$ cat src/rtl/pxs_pkg.sv
package pxs_pkg;

  typedef enum logic [2:0] {
    PXD_1  = 3'd0,
    PXD_2  = 3'd1,
    PXD_4  = 3'd2,
    PXD_8  = 3'd3,
    PXD_16 = 3'd4,
    PXD_24 = 3'd5
  } pxs_depth_e;

  // Depth in bits for a size code; unused codes fall back to 8 bits.
  function automatic logic [5:0] pxs_depth_bits(input logic [2:0] code);
    logic [5:0] w;
    case (pxs_depth_e'(code))
      PXD_1:   w = 6'd1;
      PXD_2:   w = 6'd2;
      PXD_4:   w = 6'd4;
      PXD_8:   w = 6'd8;
      PXD_16:  w = 6'd16;
      PXD_24:  w = 6'd24;
      default: w = 6'd8;
    endcase
    return w;
  endfunction

endpackage

$ cat src/rtl/pxs_cfg.sv
module pxs_cfg
  import pxs_pkg::*;
(
  input  logic       clk,
  input  logic       rst,
  input  logic       restart,
  input  logic [2:0] size_code,
  input  logic       big_in,
  output logic [5:0] width,
  output logic       big
);

  // The configuration is sampled only at reset or restart.
  always_ff @(posedge clk) begin
    if (rst || restart) begin
      width <= pxs_depth_bits(size_code);
      big   <= big_in;
    end
  end

endmodule

$ cat src/rtl/pxs_unpack.sv
module pxs_unpack #(
  parameter int WORD_W = 32,
  parameter int PIX_W  = 24
) (
  input  logic                         clk,
  input  logic                         rst,
  input  logic                         restart,
  input  logic [5:0]                   width,
  input  logic                         big,
  input  logic                         fifo_empty,
  input  logic [WORD_W-1:0]            fifo_data,
  input  logic                         take,
  output logic                         fifo_pop,
  output logic                         pix_ok,
  output logic [PIX_W-1:0]             pix_bits,
  output logic [$clog2(2*WORD_W+1)-1:0] cnt
);

  localparam int BUF_W = 2 * WORD_W;
  localparam int CNT_W = $clog2(BUF_W + 1);
  localparam int PAD_W = BUF_W - WORD_W;

  logic [BUF_W-1:0] sr;
  logic [CNT_W-1:0] w_ext;
  logic [PIX_W-1:0] mask;
  logic [PIX_W-1:0] le_pix;
  logic [PIX_W-1:0] be_pix;
  logic [5:0]       be_sh;
  logic [BUF_W-1:0] app;
  logic             emit;

  assign w_ext = CNT_W'(width);

  // One mask bit per pixel bit: keep the bits below the depth.
  for (genvar i = 0; i < PIX_W; i++) begin : g_mask
    assign mask[i] = (6'(i) < width);
  end

  // Low-first: the pixel sits at the bottom of the buffer.
  // High-first: the pixel sits at the top of the buffer.
  assign le_pix = sr[PIX_W-1:0] & mask;
  assign be_sh  = 6'(PIX_W) - width;
  assign be_pix = sr[BUF_W-1 -: PIX_W] >> be_sh;
  assign pix_bits = big ? be_pix : le_pix;

  assign pix_ok   = (cnt >= w_ext);
  assign emit     = pix_ok && take;
  assign fifo_pop = !rst && !restart && !fifo_empty && (cnt < w_ext);

  // A new word goes on just past the valid bits, on the side the order needs.
  assign app = big ? ({fifo_data, {PAD_W{1'b0}}} >> cnt)
                   : ({{PAD_W{1'b0}}, fifo_data} << cnt);

  always_ff @(posedge clk) begin
    if (rst || restart) begin
      sr  <= '0;
      cnt <= '0;
    end else if (emit) begin
      sr  <= big ? (sr << width) : (sr >> width);
      cnt <= cnt - w_ext;
    end else if (fifo_pop) begin
      sr  <= sr | app;
      cnt <= cnt + CNT_W'(WORD_W);
    end
  end

endmodule

$ cat src/rtl/pxs_out.sv
module pxs_out #(
  parameter int PIX_W = 24
) (
  input  logic             clk,
  input  logic             rst,
  input  logic             restart,
  input  logic             load,
  input  logic [PIX_W-1:0] in_pix,
  input  logic             ready,
  output logic             take,
  output logic             valid,
  output logic [PIX_W-1:0] data
);

  assign take = !valid || ready;

  always_ff @(posedge clk) begin
    if (rst || restart) begin
      valid <= 1'b0;
      data  <= '0;
    end else if (take) begin
      valid <= load;
      if (load) data <= in_pix;
    end
  end

endmodule

$ cat src/rtl/pix_serializer.sv
module pix_serializer #(
  parameter int WORD_W = 32,
  parameter int PIX_W  = 24
) (
  input  logic              clk,
  input  logic              rst,
  input  logic              restart,
  input  logic [2:0]        cfg_size,
  input  logic              cfg_big,
  input  logic              fifo_empty,
  input  logic [WORD_W-1:0] fifo_data,
  output logic              fifo_pop,
  output logic              pix_valid,
  input  logic              pix_ready,
  output logic [PIX_W-1:0]  pix_data
);

  localparam int CNT_W = $clog2(2 * WORD_W + 1);

  logic [5:0]       px_w;
  logic             px_big;
  logic [CNT_W-1:0] buf_cnt;
  logic             pix_ok;
  logic             out_take;
  logic [PIX_W-1:0] pix_next;

  pxs_cfg u_cfg (
    .clk       (clk),
    .rst       (rst),
    .restart   (restart),
    .size_code (cfg_size),
    .big_in    (cfg_big),
    .width     (px_w),
    .big       (px_big)
  );

  pxs_unpack #(.WORD_W(WORD_W), .PIX_W(PIX_W)) u_unp (
    .clk        (clk),
    .rst        (rst),
    .restart    (restart),
    .width      (px_w),
    .big        (px_big),
    .fifo_empty (fifo_empty),
    .fifo_data  (fifo_data),
    .take       (out_take),
    .fifo_pop   (fifo_pop),
    .pix_ok     (pix_ok),
    .pix_bits   (pix_next),
    .cnt        (buf_cnt)
  );

  pxs_out #(.PIX_W(PIX_W)) u_out (
    .clk     (clk),
    .rst     (rst),
    .restart (restart),
    .load    (pix_ok),
    .in_pix  (pix_next),
    .ready   (pix_ready),
    .take    (out_take),
    .valid   (pix_valid),
    .data    (pix_data)
  );

endmodule

$ cat config.mk
export PLATFORM = sky130hd
export DESIGN_NAME = pix_serializer
export DESIGN_NICKNAME = d
export VERILOG_FILES = /design/src/rtl/pxs_pkg.sv /design/src/rtl/pxs_cfg.sv /design/src/rtl/pxs_unpack.sv /design/src/rtl/pxs_out.sv /design/src/rtl/pix_serializer.sv
export SDC_FILE = /design/constraint.sdc
export NUM_CORES = 1
export LEC_CHECK = 0
export BUFFER_PORTS_ARGS = -buffer_cell sky130_fd_sc_hd__buf_4
export CAP_MARGIN = 20
export CORE_MARGIN = 1
export CORE_UTILIZATION = 40
export CTS_CLUSTER_DIAMETER = 200
export DETAILED_ROUTE_END_ITERATION = 10
export SETUP_SLACK_MARGIN = 0.1
export SYNTH_ARGS = -nofsm -noshare
export SYNTH_HDL_FRONTEND = slang
export SYNTH_SLANG_ARGS = --single-unit
$ cat constraint.sdc
create_clock -name clk -period 7.1 [get_ports clk]
set_clock_uncertainty 0.05 [all_clocks]
set_input_delay 0.355 -clock clk [delete_from_list [all_inputs] [get_ports clk]]
set_output_delay 0.355 -clock clk [all_outputs]
set_load 0.03 [all_outputs]
==> run summary <==
The total design power came out at 8.871 mW. Entering global routing, the biggest net connects 137 pins. The netlist uses 94 different library cells. The clock slew at the register clock pins of the worst setup and hold paths came out at 0.08 ns. The logs give 2.350 ns for the final worst slack and 9 for the total clock buffers created by CTS. The min-delay analysis places its worst path in the category in2reg.

The number of pins with negative max-slew slack in the final report is 0, and the maximum single-stage delay on the critical path is 0.58 ns. After synthesis, the share of flip-flops with an asynchronous set or reset is 0%. Routability-driven placement finished with a final weighted congestion of 1.061.

The number of global-route vias before repair is 21000, and the critical path required time is 7.36 ns. TritonCTS built the clock tree. In the final layout, the share of cells above drive strength 1 is 22.42%.

Setup repair after global routing left no endpoint under its margin. Clock latency on the worst-skew pair, taken at its later pin, is 0.39 ns. The met3 wire length is 15250 um, and the share of the cycle needed by the critical path after routing is 66.90%. The biggest area contributor in the post-synthesis netlist is sky130_fd_sc_hd__mux4_2.

For the number of rows created at floorplan, the log shows 82. By startpoint and endpoint, the worst setup path is classified as reg2reg. Once the clock tree was built, the resizer swapped 0 gates to a different size.

The highest metal layer carrying signal wires in the routed design is met4. After layout, the minimum clock period comes to 4.750 ns. The worst setup path is captured at a register. The HPWL after detailed placement is 80450 um. The count of endpoints failing hold in the final timing report came out at 0. The wire length of the first global-routing pass was 157500 um; the fraction of the yosys area taken by sequential cells was 10.30%. Length of routed wiring on met1: 43030 um. In the post-synthesis netlist, the cell with the most instances is sky130_fd_sc_hd__nor2_1. The mean post-synth cell area works out to 8.265 um^2.

In this run the count of I/O pins placed on the die edge is 67. The mapped netlist covers 20400 um^2. The number of DRC violations after detailed routing is 0.

For this configuration, the core starts out at a cell density of 40.57%. The nature of the critical path startpoint is a register. The logs give 7.226 nW for the static leakage and 0 for the count of warnings emitted by yosys. For the detailed route wirelength on metal2, the log shows 45740 um. The H-tree depth is 3.

In this run the tool buffered the top-level ports with 66 buffer cells. Together, buffers and inverters on the worst path number 3. The commonest cells after synthesis are sky130_fd_sc_hd__nor2_1, sky130_fd_sc_hd__nand2_1, sky130_fd_sc_hd__mux2i_1. The signal on the critical path passes through buf_12 > inv_1 > ha_1 > nor2b_1 > o31a_1 > or4_1 > nand2b_2 > buf_4 > a21oi_1 > a2111o_1 > a31oi_1.

Dividing the detail-routed wire length by the instance count gives 37.17 um. For the pin with the worst max-slew slack, the measured transition is 1.185 ns. Relative to the synthesized area, the layout overhead comes to 3.429%.

The number of nets in the synthesized netlist is 2519. For this run the aggregate overflow at the end of global routing stands at 0. OpenSTA, run right after detailed placement, puts the worst setup slack at 2.406 ns. The maximum achievable frequency is 210.5 MHz, and the total detailed-routing wirelength is 110300 um.

The tree is rooted in a sky130_fd_sc_hd__clkbuf_16. From bottom edge to top edge, the die measures 227.8 um. Of the post-synthesis cell area, the dominant cell type holds 22.85%. Once detail routing completed, the nets flagged for antenna violations numbered 0. The run finished with clean final reports.

After synthesis, the cell types taking the most area are sky130_fd_sc_hd__mux4_2, sky130_fd_sc_hd__mux2i_1, sky130_fd_sc_hd__dfxtp_1. After detailed routing, the number of vias per cell comes to 7.646. The detailed-route via count came out at 22680. Once the clock tree was built, the setup fixing pass inserted 0 buffers. The maximum fanout along the worst path was 111. Setup violations remaining at the end of the flow were counted as 0. For the relative slew slack, the log shows 20.34%. The clock passes through at most 2 buffers. The tools report the count of clock tree sinks as 102. The run gives 0 ns as the total negative slack. The placeable core area was 50270 um^2; the maximum resistive drop on vdd was 0.2789 mV.

The number of max-capacitance violations reported was 0. Power spread over the standard cell area amounts to 420.5 nW/um^2. Yosys mapped a number of flops with a built-in enable equal to 6. The net total in the final layout came out at 2339. The cell family contributing the most delay on the critical path is buffers and inverters. Slowest library cell on the worst path: sky130_fd_sc_hd__nand2b_2.

The detailed-routing iteration count for the pre-antenna-repair pass was 6; the iteration-0 DRC count of the detailed router was 3619. The instance count of the mapped netlist was 2468; the number of antenna violations at the first check in global routing was 4. Count of hold buffers inserted by post-cts repair: 0. The die is 227.8 um wide. Synthesis inferred 102 register bits. The most used flip-flop cell after synthesis is sky130_fd_sc_hd__dfxtp_1.

In the global route stage, overall resource usage came out at 41.18%. The logs give 51900 um^2 for the overall die area and 5.01 ns for the data arrival time at the worst-slack endpoint.
## worst paths after layout
check / start / endpoint / slack (ns) / cells after the start
min reg2reg: u_out.data[10]$_SDFFE_PP0N_ / u_out.data[10]$_SDFFE_PP0N_ / 0.46 / 2
max: u_cfg.width[1]$_SDFFCE_PN0P_ / u_unp.sr[62]$_SDFFE_PP0P_ / 2.35 / 11
max reg2reg: u_cfg.width[1]$_SDFFCE_PN0P_ / u_unp.sr[62]$_SDFFE_PP0P_ / 2.35 / 11
min: cfg_big / u_cfg.big$_DFFE_PP_ / 0.10 / 1
## power breakdown
part / switching (mW) / total, mW / internal (mW)
clock: 0.271 / 0.618 / 0.347
combinational: 4.43 / 6.75 / 2.32
sequential: 0.761 / 1.50 / 0.737
## layout by cell type (no fill, tap or decap), drive strengths merged, types with 18 or more instances in the layout
cell type  instances
inv               23
a221oi            23
o221ai            25
mux2             127
mux2i            221
nand2            259
a31oi             30
dfxtp             96
a311oi            18
mux4             208
a211oi            51
a21oi            158
o21ai            115
o22ai             37
nor3              68
and2              21
buf              124
nand3             42
o211ai            50
nor2             277
## through the flow
step | utilization (%) | cell area, um^2 | std cells | hold slack, ns
after global routing | 41.96 | 21100 | 2965 | 0.08519
final | 41.97 | 21100 | 2966 | 0.1023
after global placement | 41.24 | 20730 | 2946 | 0.4242
after floorplan | - | 20400 | 2468 | 0.4039
after CTS | 41.93 | 21080 | 2963 | 0.08695
after detailed placement | 41.26 | 20740 | 2947 | 0.4308
## registers in the layout, indices dropped and copies added, names as in the netlist
signal,count
u_cfg.big,1
u_out.valid,1
u_unp.sr,64
u_unp.cnt,7
u_cfg.width,5
u_out.data,24
## cell type report
cell class	count	area [um^2]
Clock buffer	11	232.7
Sequential cell	102	2117
Multi-Input combinational cell	2025	16700
Fill cell	5159	29180
Clock inverter	5	106.4
Tap cell	672	840.8
Antenna cell	1	2.502
Timing Repair Buffer	126	1011
Inverter	24	90.09
## kinds of logic (layout without fill, tap and decap cells)
| kind of cell | after synthesis | in the layout | synth area share [%] |
|---|---|---|---|
| AOI/OAI and AO/OA | 687 | 687 | 23.20 |
| xor gates and xnor gates | 8 | 8 | 0.3435 |
| adders and majority gates | 11 | 11 | 0.6993 |
| buffers and inverters | 341 | 166 | 7.974 |
| DFF | 102 | 102 | 10.30 |
| muxes | 556 | 556 | 40.96 |
| other | 0 | 1 | 0 |
| and+or+nand+nor | 763 | 763 | 16.52 |
## layer usage
layer	global-route usage, %	vias to the layer above
met3	13.14	319
met5	0.1838	-
met4	20.14	0
met2	58.51	1889
li1	-	9229
met1	55.88	11240
No activity file was read; power rests on OpenSTA's default activity.
